**config.mk**
```make
export PLATFORM = sky130hd
export DESIGN_NAME = flash_cmd_decoder
export DESIGN_NICKNAME = d
export VERILOG_FILES = /design/src/rtl/fcd_pkg.sv /design/src/rtl/fcd_match.sv /design/src/rtl/fcd_seq.sv /design/src/rtl/fcd_mode.sv /design/src/rtl/flash_cmd_decoder.sv
export SDC_FILE = /design/constraint.sdc
export NUM_CORES = 1
export LEC_CHECK = 0
export BUFFER_PORTS_ARGS = -buffer_cell sky130_fd_sc_hd__buf_2
export CAP_MARGIN = 20
export CORE_MARGIN = 5
export CORE_UTILIZATION = 54
export CTS_CLUSTER_DIAMETER = 50
export DETAILED_ROUTE_END_ITERATION = 6
export MAX_ROUTING_LAYER = met4
export PLACE_DENSITY_LB_ADDON = 0.25
export SLEW_MARGIN = 20
export SYNTH_ARGS = -nofsm -noshare
export SYNTH_HDL_FRONTEND = slang
export SYNTH_SLANG_ARGS = --single-unit
```
**constraint.sdc**
```tcl
create_clock -name clk -period 4.3 [get_ports clk]
set_input_delay 0 -clock clk [delete_from_list [all_inputs] [get_ports clk]]
set_output_delay 0 -clock clk [all_outputs]
set_load 0.01 [all_outputs]
```
**src/rtl/fcd_pkg.sv**
```systemverilog
package fcd_pkg;

  typedef enum logic [3:0] {
    M_READ      = 4'd0,
    M_AUTOSEL   = 4'd1,
    M_PROG      = 4'd2,
    M_CHIP      = 4'd3,
    M_BCOLLECT  = 4'd4,
    M_BERASE    = 4'd5,
    M_SUSP      = 4'd6,
    M_SUSP_AS   = 4'd7,
    M_SUSP_PROG = 4'd8,
    M_ERROR     = 4'd9
  } mode_t;

  typedef enum logic [3:0] {
    EV_NONE,
    EV_ABORT,
    EV_RESET,
    EV_AUTOSEL,
    EV_PROG,
    EV_CHIP,
    EV_BLK,
    EV_SUSP,
    EV_LONE30
  } ev_t;

  localparam logic [7:0] OP_UL1   = 8'hAA;
  localparam logic [7:0] OP_UL2   = 8'h55;
  localparam logic [7:0] OP_RESET = 8'hF0;
  localparam logic [7:0] OP_ASEL  = 8'h90;
  localparam logic [7:0] OP_PROG  = 8'hA0;
  localparam logic [7:0] OP_ERASE = 8'h80;
  localparam logic [7:0] OP_CHIP  = 8'h10;
  localparam logic [7:0] OP_BLK   = 8'h30;
  localparam logic [7:0] OP_SUSP  = 8'hB0;

  localparam int NSTB    = 7;
  localparam int S_RESET = 0;
  localparam int S_ASEL  = 1;
  localparam int S_PROG  = 2;
  localparam int S_CHIP  = 3;
  localparam int S_BLK   = 4;
  localparam int S_SUSP  = 5;
  localparam int S_RES   = 6;

endpackage

```
**src/rtl/fcd_match.sv**
```systemverilog
module fcd_match (
  input  logic        byte_mode,
  input  logic [11:0] addr_lo,
  output logic        is_ul1,
  output logic        is_ul2
);
  // Unlock addresses: word mode compares 11 bits, byte mode adds the sub-word bit.
  localparam logic [10:0] W_UL1 = 11'h555;
  localparam logic [10:0] W_UL2 = 11'h2AA;
  localparam logic [11:0] B_UL1 = 12'hAAA;
  localparam logic [11:0] B_UL2 = 12'h555;

  always_comb begin
    if (byte_mode) begin
      is_ul1 = (addr_lo == B_UL1);
      is_ul2 = (addr_lo == B_UL2);
    end else begin
      is_ul1 = (addr_lo[10:0] == W_UL1);
      is_ul2 = (addr_lo[10:0] == W_UL2);
    end
  end
endmodule

```
**src/rtl/fcd_seq.sv**
```systemverilog
module fcd_seq
  import fcd_pkg::*;
(
  input  logic       clk,
  input  logic       rst,
  input  logic       clr,
  input  logic       wr_valid,
  input  logic       is_ul1,
  input  logic       is_ul2,
  input  logic [7:0] code,
  output ev_t        ev
);
  localparam int POS_W   = 3;
  localparam int POS_MAX = 5;

  logic [POS_W-1:0] pos_q, pos_n;
  logic [7:0]       op_q, op_n;

  always_comb begin
    ev    = EV_NONE;
    pos_n = pos_q;
    op_n  = op_q;
    if (clr) begin
      pos_n = '0;
    end else if (wr_valid) begin
      case (pos_q)
        3'd0: begin
          if (code == OP_UL1 && is_ul1) pos_n = 3'd1;
          else if (code == OP_RESET)    ev = EV_RESET;
          else if (code == OP_SUSP)     ev = EV_SUSP;
          else if (code == OP_BLK)      ev = EV_LONE30;
          else                          ev = EV_ABORT;
        end
        3'd1, 3'd4: begin
          if (code == OP_UL2 && is_ul2) pos_n = pos_q + 3'd1;
          else begin
            pos_n = '0;
            ev    = EV_ABORT;
          end
        end
        3'd2: begin
          pos_n = '0;
          if (code == OP_RESET) ev = EV_RESET;
          else if (is_ul1 && code == OP_ASEL) ev = EV_AUTOSEL;
          else if (is_ul1 && (code == OP_PROG || code == OP_ERASE)) begin
            pos_n = 3'd3;
            op_n  = code;
          end else ev = EV_ABORT;
        end
        3'd3: begin
          pos_n = '0;
          if (op_q == OP_PROG) ev = EV_PROG;
          else if (code == OP_UL1 && is_ul1) pos_n = 3'd4;
          else ev = EV_ABORT;
        end
        3'd5: begin
          pos_n = '0;
          if (is_ul1 && code == OP_CHIP) ev = EV_CHIP;
          else if (code == OP_BLK)       ev = EV_BLK;
          else                           ev = EV_ABORT;
        end
        default: begin
          pos_n = '0;
          ev    = EV_ABORT;
        end
      endcase
    end
  end

  always_ff @(posedge clk) begin
    if (rst) begin
      pos_q <= '0;
      op_q  <= '0;
    end else begin
      pos_q <= pos_n;
      op_q  <= op_n;
    end
  end

  assert_pos_range_R7: assert property (@(posedge clk) disable iff (rst)
    pos_q <= 3'(POS_MAX));

  assert_pos_hold_R13: assert property (@(posedge clk) disable iff (rst)
    (!wr_valid && !clr) |=> $stable(pos_q));

endmodule

```
**src/rtl/fcd_mode.sv**
```systemverilog
module fcd_mode
  import fcd_pkg::*;
#(
  parameter int ADDR_W = 20,
  parameter int DATA_W = 16,
  parameter int WINDOW = 32
) (
  input  logic              clk,
  input  logic              rst,
  input  ev_t               ev_in,
  input  logic [ADDR_W-1:0] wr_addr,
  input  logic [DATA_W-1:0] wr_data,
  input  logic              ctl_done,
  input  logic              ctl_fail,
  output mode_t             mode_q,
  output logic [NSTB-1:0]   stb_q,
  output logic [ADDR_W-1:0] cmd_addr,
  output logic [DATA_W-1:0] cmd_data,
  output logic              seq_clr
);
  localparam int WIN_W = $clog2(WINDOW + 1);
  localparam logic [WIN_W-1:0] WIN_LOAD = WIN_W'(WINDOW);

  mode_t            mode_n;
  logic [NSTB-1:0]  stb_n;
  logic [WIN_W-1:0] win_q, win_n;

  always_comb begin
    mode_n = mode_q;
    stb_n  = '0;
    win_n  = win_q;
    case (mode_q)
      M_READ, M_AUTOSEL: begin
        case (ev_in)
          EV_RESET:   begin stb_n[S_RESET] = 1'b1; mode_n = M_READ;    end
          EV_AUTOSEL: begin stb_n[S_ASEL]  = 1'b1; mode_n = M_AUTOSEL; end
          EV_PROG:    begin stb_n[S_PROG]  = 1'b1; mode_n = M_PROG;    end
          EV_CHIP:    begin stb_n[S_CHIP]  = 1'b1; mode_n = M_CHIP;    end
          EV_BLK: begin
            stb_n[S_BLK] = 1'b1;
            mode_n       = M_BCOLLECT;
            win_n        = WIN_LOAD;
          end
          EV_ABORT:   mode_n = M_READ;
          default:    ;
        endcase
      end
      M_PROG, M_CHIP: begin
        if (ctl_done) mode_n = ctl_fail ? M_ERROR : M_READ;
      end
      M_BCOLLECT: begin
        if (ev_in == EV_BLK || ev_in == EV_LONE30) begin
          stb_n[S_BLK] = 1'b1;
          win_n        = WIN_LOAD;
        end else if (ev_in == EV_SUSP) begin
          stb_n[S_SUSP] = 1'b1;
          mode_n        = M_SUSP;
        end else if (ev_in == EV_RESET) begin
          stb_n[S_RESET] = 1'b1;
          mode_n         = M_READ;
        end else if (win_q == '0) begin
          mode_n = M_BERASE;
        end else begin
          win_n = win_q - 1'b1;
        end
      end
      M_BERASE: begin
        if (ctl_done) mode_n = ctl_fail ? M_ERROR : M_READ;
        else if (ev_in == EV_SUSP) begin
          stb_n[S_SUSP] = 1'b1;
          mode_n        = M_SUSP;
        end else if (ev_in == EV_RESET) begin
          stb_n[S_RESET] = 1'b1;
          mode_n         = M_READ;
        end
      end
      M_SUSP, M_SUSP_AS: begin
        case (ev_in)
          EV_LONE30: if (mode_q == M_SUSP) begin
            stb_n[S_RES] = 1'b1;
            mode_n       = M_BERASE;
          end
          EV_RESET:   begin stb_n[S_RESET] = 1'b1; mode_n = M_SUSP;      end
          EV_AUTOSEL: begin stb_n[S_ASEL]  = 1'b1; mode_n = M_SUSP_AS;   end
          EV_PROG:    begin stb_n[S_PROG]  = 1'b1; mode_n = M_SUSP_PROG; end
          EV_ABORT:   mode_n = M_SUSP;
          default:    ;
        endcase
      end
      M_SUSP_PROG: begin
        if (ctl_done) mode_n = ctl_fail ? M_ERROR : M_SUSP;
      end
      M_ERROR: begin
        if (ev_in == EV_RESET) begin
          stb_n[S_RESET] = 1'b1;
          mode_n         = M_READ;
        end
      end
      default: mode_n = M_READ;
    endcase
  end

  always_ff @(posedge clk) begin
    if (rst) begin
      mode_q   <= M_READ;
      stb_q    <= '0;
      win_q    <= '0;
      cmd_addr <= '0;
      cmd_data <= '0;
    end else begin
      mode_q <= mode_n;
      stb_q  <= stb_n;
      win_q  <= win_n;
      if (stb_n != '0) begin
        cmd_addr <= wr_addr;
        cmd_data <= wr_data;
      end
    end
  end

  assign seq_clr = (mode_q == M_PROG) || (mode_q == M_CHIP) || (mode_q == M_SUSP_PROG);

  assert_single_strobe_R12: assert property (@(posedge clk) disable iff (rst)
    $onehot0(stb_q));

  assert_strobe_cause_R12: assert property (@(posedge clk) disable iff (rst)
    (ev_in == EV_NONE || ev_in == EV_ABORT) |=> (stb_q == '0));

  assert_busy_silent_R8: assert property (@(posedge clk) disable iff (rst)
    (mode_q == M_PROG || mode_q == M_CHIP || mode_q == M_SUSP_PROG) |=> (stb_q == '0));

  assert_erase_filter_R9: assert property (@(posedge clk) disable iff (rst)
    (mode_q == M_BERASE) |=> (stb_q == '0 || stb_q[S_SUSP] || stb_q[S_RESET]));

  assert_error_reset_only_R11: assert property (@(posedge clk) disable iff (rst)
    (mode_q == M_ERROR) |=> (stb_q == '0 || stb_q[S_RESET]));

  assert_fail_enters_error_R11: assert property (@(posedge clk) disable iff (rst)
    (ctl_done && ctl_fail && (mode_q == M_PROG || mode_q == M_CHIP ||
     mode_q == M_BERASE || mode_q == M_SUSP_PROG)) |=> (mode_q == M_ERROR));

  assert_window_bound_R6: assert property (@(posedge clk) disable iff (rst)
    win_q <= WIN_LOAD);

endmodule

```
**src/rtl/flash_cmd_decoder.sv**
```systemverilog
module flash_cmd_decoder
  import fcd_pkg::*;
#(
  parameter int ADDR_W = 20,
  parameter int DATA_W = 16,
  parameter int WINDOW = 32
) (
  input  logic              clk,
  input  logic              rst,
  input  logic              byte_mode,
  input  logic              wr_valid,
  output logic              wr_ready,
  input  logic [ADDR_W-1:0] wr_addr,
  input  logic [DATA_W-1:0] wr_data,
  input  logic              ctl_done,
  input  logic              ctl_fail,
  output logic              cmd_reset,
  output logic              cmd_autosel,
  output logic              cmd_program,
  output logic              cmd_chip_erase,
  output logic              cmd_block_erase,
  output logic              cmd_suspend,
  output logic              cmd_resume,
  output logic [ADDR_W-1:0] cmd_addr,
  output logic [DATA_W-1:0] cmd_data,
  output logic [3:0]        mode_state
);
  ev_t             ev;
  logic            ul1, ul2, clr;
  mode_t           mode;
  logic [NSTB-1:0] stb;

  assign wr_ready = 1'b1;

  fcd_match u_match (
    .byte_mode (byte_mode),
    .addr_lo   (wr_addr[11:0]),
    .is_ul1    (ul1),
    .is_ul2    (ul2)
  );

  fcd_seq u_seq (
    .clk      (clk),
    .rst      (rst),
    .clr      (clr),
    .wr_valid (wr_valid),
    .is_ul1   (ul1),
    .is_ul2   (ul2),
    .code     (wr_data[7:0]),
    .ev       (ev)
  );

  fcd_mode #(
    .ADDR_W (ADDR_W),
    .DATA_W (DATA_W),
    .WINDOW (WINDOW)
  ) u_mode (
    .clk      (clk),
    .rst      (rst),
    .ev_in    (ev),
    .wr_addr  (wr_addr),
    .wr_data  (wr_data),
    .ctl_done (ctl_done),
    .ctl_fail (ctl_fail),
    .mode_q   (mode),
    .stb_q    (stb),
    .cmd_addr (cmd_addr),
    .cmd_data (cmd_data),
    .seq_clr  (clr)
  );

  assign cmd_reset       = stb[S_RESET];
  assign cmd_autosel     = stb[S_ASEL];
  assign cmd_program     = stb[S_PROG];
  assign cmd_chip_erase  = stb[S_CHIP];
  assign cmd_block_erase = stb[S_BLK];
  assign cmd_suspend     = stb[S_SUSP];
  assign cmd_resume      = stb[S_RES];
  assign mode_state      = mode;

endmodule

```
== Yosys cells after proc, flatten, opt, wreduce, memory -nomap -nowiden ==
Index checks and enable logic that the tools add are counted.

* Output and inout bits: 48
* Bits in registers: 64

* Reduce and logical (&&, ||, !) cells: 26
* Equality and inequality tests: 48
* Bitwise logic cells: 3
* $add $sub $neg: 2
* Multiplexer cells: 66

{| class="wikitable"
|+ Operator list
! kind !! count
|-
| $mux 4 || 22
|-
| $eq 8x8->1 const B || 7
|-
| $pmux 4 s5 || 2
|-
| $eq 4x3->1 const B || 8
|-
| $mux 6 || 5
|-
| $pmux 4 s7 || 1
|-
| $mux 1 || 21
|-
| $mux 3 || 7
|-
| $eq 4x2->1 const B || 4
|-
| $pmux 4 s4 || 1
|-
| $eq 12x11->1 const B || 1
|-
| $eq 12x12->1 const B || 1
|-
| $eq 4x4->1 const B || 3
|-
| $pmux 3 s4 || 1
|-
| $pmux 6 s2 || 1
|-
| $reduce_or 2->1 || 6
|-
| $eq 11x10->1 const B || 1
|-
| $eq 11x11->1 const B || 1
|-
| $ne 3x2->1 const B || 3
|-
| $eq 4x1->1 const B || 2
|-
| $eq 8x5->1 const B || 1
|-
| $eq 8x6->1 const B || 1
|-
| $eq 8x7->1 const B || 1
|-
| $reduce_and 7->1 || 1
|-
| 27 further kinds || 43
|}

== Depth between registers and ports, before layout ==
* Depth after elaboration: 15
* Depth in mapped cells: 14
* Depth with buffers taken out: 11

== Cells and area by module ==
A second synthesis with hierarchy kept.

* Cell total of the unflattened synthesis: 427
* Area total of the unflattened synthesis: 3,722.3 sq um

{| class="wikitable"
|+ Modules (own cells, without submodules)
! module !! cells each !! sequential area each (sq um) !! area an instance (sq um) !! instances
|-
| fcd_mode || 311 || 1,061.0 || 2,737.6 || 1
|-
| fcd_seq || 100 || 220.2 || 869.6 || 1
|-
| fcd_match || 14 || 0.0 || 103.8 || 1
|-
| flash_cmd_decoder || 2 || 0.0 || 11.3 || 1
|}

== Worst setup path after synthesis ==
No wires, ideal clock.

* Kind: register to register
* From: register u_seq.pos_q[1]
* To: register u_mode.cmd_data[6]
* Cell stages (with the launch flop): 14
* Setup slack: 1.167 ns
* Buffers on the path: 3
* Setup time: 0.128 ns
* Arrival time: 3.006 ns
* Cells stage by stage: dfxtp_1 > ha_1 > nand2b_1 > or3b_2 > a2111oi_2 > o21a_1 > buf_2 > inv_2 > and4_1 > or4b_1 > buf_6 > buf_6 > mux2i_1 > nor2_1

* Longest elaborated chain between the ends: 11

{| class="wikitable"
|+ Ends and longest elaborated chain
! what !! line !! source
|-
| start: declaration || fcd_seq.sv:16 || <nowiki>logic [POS_W-1:0] pos_q, pos_n;</nowiki>
|-
| start signal: assignment || fcd_seq.sv:75 || <nowiki>pos_q <= pos_n;</nowiki>
|-
| $eq 3x1->1 or $eq 3x3->1 (tied branches) || fcd_seq.sv:26 || <nowiki>case (pos_q)</nowiki>
|-
| $reduce_or 2->1 || fcd_seq.sv:26 ||
|-
| $pmux 4 s5 (*) || fcd_seq.sv:26 ||
|-
| $mux 4 (*) || fcd_seq.sv:25 || <nowiki>end else if (wr_valid) begin</nowiki>
|-
| $mux 4 (*) || fcd_seq.sv:23 || <nowiki>if (clr) begin</nowiki>
|-
| $eq 4x2->1 || -- ||
|-
| $mux 1 || -- ||
|-
| $mux 1 || fcd_mode.sv:69 || <nowiki>else if (ev_in == EV_SUSP) begin</nowiki>
|-
| $mux 1 (on tied branches) || fcd_mode.sv:68, fcd_mode.sv:52 ||
|-
| $pmux 1 s3 || fcd_mode.sv:32 || <nowiki>case (mode_q)</nowiki>
|-
| $reduce_bool 7->1 (*) || fcd_mode.sv:114 || <nowiki>if (stb_n != '0) begin</nowiki>
|-
| end signal: assignment || fcd_mode.sv:116 || <nowiki>cmd_data <= wr_data;</nowiki>
|-
| end: declaration || fcd_mode.sv:18 || <nowiki>output logic [DATA_W-1:0] cmd_data,</nowiki>
|}

Mark *: on every way between the ends. The rest lies on a longest branch, timed or not.
A chain may end at the register's enable or synchronous reset.

== Worst setup path in the final report ==
* From: register u_seq.pos_q[1]
* To: register u_mode.cmd_data[9]

The elaborated chain is that of the path after synthesis.

==> results.py <==
metrics = {
    "clocking": {
        "clk_pin_slew_ns": 0.07,
        "cts-root-buf": "clkbuf_8",
        "clock-sinks": 64,
        "cts_buffer_depth": 2,
        "insertion_delay_ns": 0.35,
        "cts_max_level": 3,
        "cts_tree": "yes",
        "cts_buffers": 9,
        "post_cts_buffers": 0,
    },
    "synth": {
        "yosys.area.top_type_share_pct": 35.6,
        "yosys_register_bits": 64,
        "synth_edf_count": 0,
        "seq_area_frac_synth_pct": 35.6,
        "synth-async-reset-ratio_pct": 0,
        "synth.avg_cell_area_um2": 8.44,
        "yosys.cell_types.count": 71,
        "syn_inst": 426,
        "synth_common_cells": "dfxtp_1 (64), nor2_1 (64), mux2i_1 (39)",
        "synth_area_leaders": "dfxtp_1 (36%), mux2i_1 (11%), nor2_1 (6.7%), nand2_1 (3.2%), o21ai_0 (2.9%)",
        "synth_top_cell_by_area": "dfxtp_1",
        "synth_area_mm2": 0.00360,
        "synthFlopType": "dfxtp_1",
        "syn_nets": 475,
        "synth-warning-count": 0,
    },
    "floorplanning": {
        "initial_utilization_pct": 56.0,
        "die_height_um": 91.6,
        "die_w_um": 91.6,
        "ios": 90,
        "dieArea_mm2": 0.00839,
        "core.rowCount": 29,
        "core_mm2": 0.00642,
    },
    "global_route": {
        "grt_pass1_wl_mm": 18.0,
        "grt_max_degree": 52,
        "track_usage_pct": 27.3,
        "busiest_layer": "met2",
        "antenna_found_initial": 0,
        "grt_overflow_total": 0,
        "met2_usage_pct": 44.3,
        "met1_usage_pct": 32.2,
        "use_met3_pct": 7.69,
        "first_global_vias": 3635,
    },
    "timing": {
        "layout_min_cycle_time_ns": 4.07,
        "skew_ns": 0.00984,
        "holdWs_ns": 0.00441,
        "worst_slew_pin_slew_ns": 0.954,
        "setup_viol": 0,
        "fmax_mhz": 246,
        "grt_setup_unrepaired": "no",
        "hold_viol": 0,
        "maxSlewViolCount": 0,
        "setup_slack_ns": 0.232,
        "maxSlewHeadroom_pct": 36.4,
        "tns_ns": 0,
        "fin_crit_sh_pct": 94.6,
    },
    "power_and_ir_drop": {
        "switching_share_pct": 32.0,
        "switchingPower_uw": 544,
        "power.share.clock_pct": 35.2,
        "intPower_mw": 1.16,
        "p_seq_share_pct": 37.6,
        "max-vdd-ir-drop_v": 0.000216,
        "combPwrFrac_pct": 27.2,
        "p_per_area_mw_per_mm2": 362,
        "total_power_mw": 1.70,
        "leakage_nw": 1.87,
    },
    "drt": {
        "antenna_left": 0,
        "wl_per_cell_um": 17.4,
        "wirelength_mm": 11.0,
        "viasPerCell": 5.98,
        "dr.pass1.iters": 5,
        "dr.first_iter.drc_count": 258,
        "route.detailed.drc": 0,
        "vias": 3776,
    },
    "cells_and_area": {
        "design_area_mm2": 0.00469,
        "layout-drive-gt1-share_pct": 22.7,
        "multi_input_area_mm2": 0.00216,
        "diodes": 0,
        "regArea_mm2": 0.00128,
        "nets": 598,
        "utilization_pct": 73.1,
        "stdcell_count": 631,
        "nFillCells": 464,
        "syn_to_final_growth_pct": 30.5,
    },
    "critical_path": {
        "r2r_slack_ns": 0.23,
        "end_kind": "register",
        "critPathRequiredTime_ns": 4.48,
        "reg2reg_depth": 11,
        "r2r_start": "u_seq.pos_q[1]$_SDFFE_PP0P_",
        "path_max_fanout": 17,
        "critPathKind": "reg2reg",
        "start_kind": "register",
        "arrival_ns": 4.25,
        "r2r-end": "u_mode.cmd_data[9]$_SDFFE_PP0P_",
    },
    "hold_path": {
        "hold_end": "u_seq.pos_q[2]$_SDFFE_PP0P_",
        "hold_start": "wr_valid",
        "hp-class": "in2reg",
        "worst_hold_path.num_cells": 4,
    },
    "run_status": {
        "outcome": "complete, no violations",
    },
    "place": {
        "placed_cells": 581,
        "gp_congestion": 0.999,
        "postPlaceCellArea_mm2": 0.00412,
        "place.port_buffers": 88,
        "hpwl_mm": 7.24,
        "place_worst_setup_slack_ns": 0.387,
    },
    "run": {
        "cap_violations": 0,
    },
}
how the worst max path moves through the flow:
stage                     depth (start not counted)                                to                         from  slack (ns)
after floorplan                                  13   u_mode.cmd_data[6]$_SDFFE_PP0P_  u_seq.pos_q[1]$_SDFFE_PP0P_        1.17
final                                            11   u_mode.cmd_data[9]$_SDFFE_PP0P_  u_seq.pos_q[1]$_SDFFE_PP0P_        0.23
after global placement                           11  u_mode.cmd_addr[19]$_SDFFE_PP0P_  u_seq.pos_q[1]$_SDFFE_PP0P_        0.42
after global routing                             11   u_mode.cmd_data[9]$_SDFFE_PP0P_  u_seq.pos_q[1]$_SDFFE_PP0P_       0.009
after detailed placement                         11  u_mode.cmd_addr[16]$_SDFFE_PP0P_  u_seq.pos_q[1]$_SDFFE_PP0P_        0.39
after CTS                                        12   u_mode.cmd_addr[9]$_SDFFE_PP0P_                   wr_addr[8]        0.31
sequential cells by signal (all words and copies together), names as in the netlist:
signal and flops:
u_mode.stb_q 7, u_mode.cmd_addr 20, u_seq.op_q 8, u_mode.win_q 6, u_mode.cmd_data 16, u_mode.mode_q 4, u_seq.pos_q 3
kinds of logic after synthesis:
| family | Yosys count | share of synthesized area, % |
|---|---|---|
| other cells | 1 | 0.104 |
| compound gates | 82 | 16.1 |
| fa+ha+maj | 7 | 2.43 |
| flops | 64 | 35.6 |
| xor+xnor | 6 | 1.46 |
| simple gates | 195 | 29.0 |
| buf+inv | 32 | 4.42 |
| mux | 39 | 10.9 |
timing repair:
action                                  4_1_cts  5_1_grt
endpoints found under the setup margin        0        1
resized for setup                             0        1
endpoints found under the hold margin        35        0
hold buffers                                 34        0
final cells by class:
cell class / count / share of cell area (%)
clock inverter: 5 / 1.68
clock buffer: 11 / 3.23
sequential: 64 / 27.3
multi-input combinational: 330 / 46.1
inverter: 13 / 1.04
timing repair buffer: 131 / 18.6
tap: 77 / 2.05
power by group through the flow:
stage	registers (mW)	clock network, mW	logic (mW)
4_1_cts	0.638	0.601	0.448
5_1_grt	0.643	0.636	0.498
2_1_floorplan	0.644	0	0.287
3_3_place_gp	0.651	0	0.425
3_5_place_dp	0.652	0	0.421
6_report	0.639	0.599	0.463
per-layer routing:
metal  share of wire [%]  vias up
met1                  41     1757
met5                   0        -
met2                  48      183
li1                    -     1800
met3                 8.0       36
met4                 2.9        0
critical path: stages (launching register included):
cell	delay, ns
dfxtp_1	0.47
ha_1	0.23
nand2b_1	0.11
or3b_2	0.46
a2111oi_2	0.45
o21a_1	0.40
inv_2	0.09
and4_1	0.24
or4b_2	0.89
buf_12	0.25
mux2i_1	0.21
nor2_1	0.10
placed cells by master, fill, tap and decap left out, drive strengths merged, types with 5 or more instances in the layout:
master,count
nand2b,9
inv,13
buf,97
nor2,64
xor2,5
or3,9
o21ai,23
dlygate4sd3,34
dfxtp,64
o31ai,5
a21oi,15
mux2i,39
nand3,7
nor4b,5
nor4,6
ha,7
nor3,17
and3,8
clkbuf,11
nand2,31
Power figures use the tool's default switching activity.
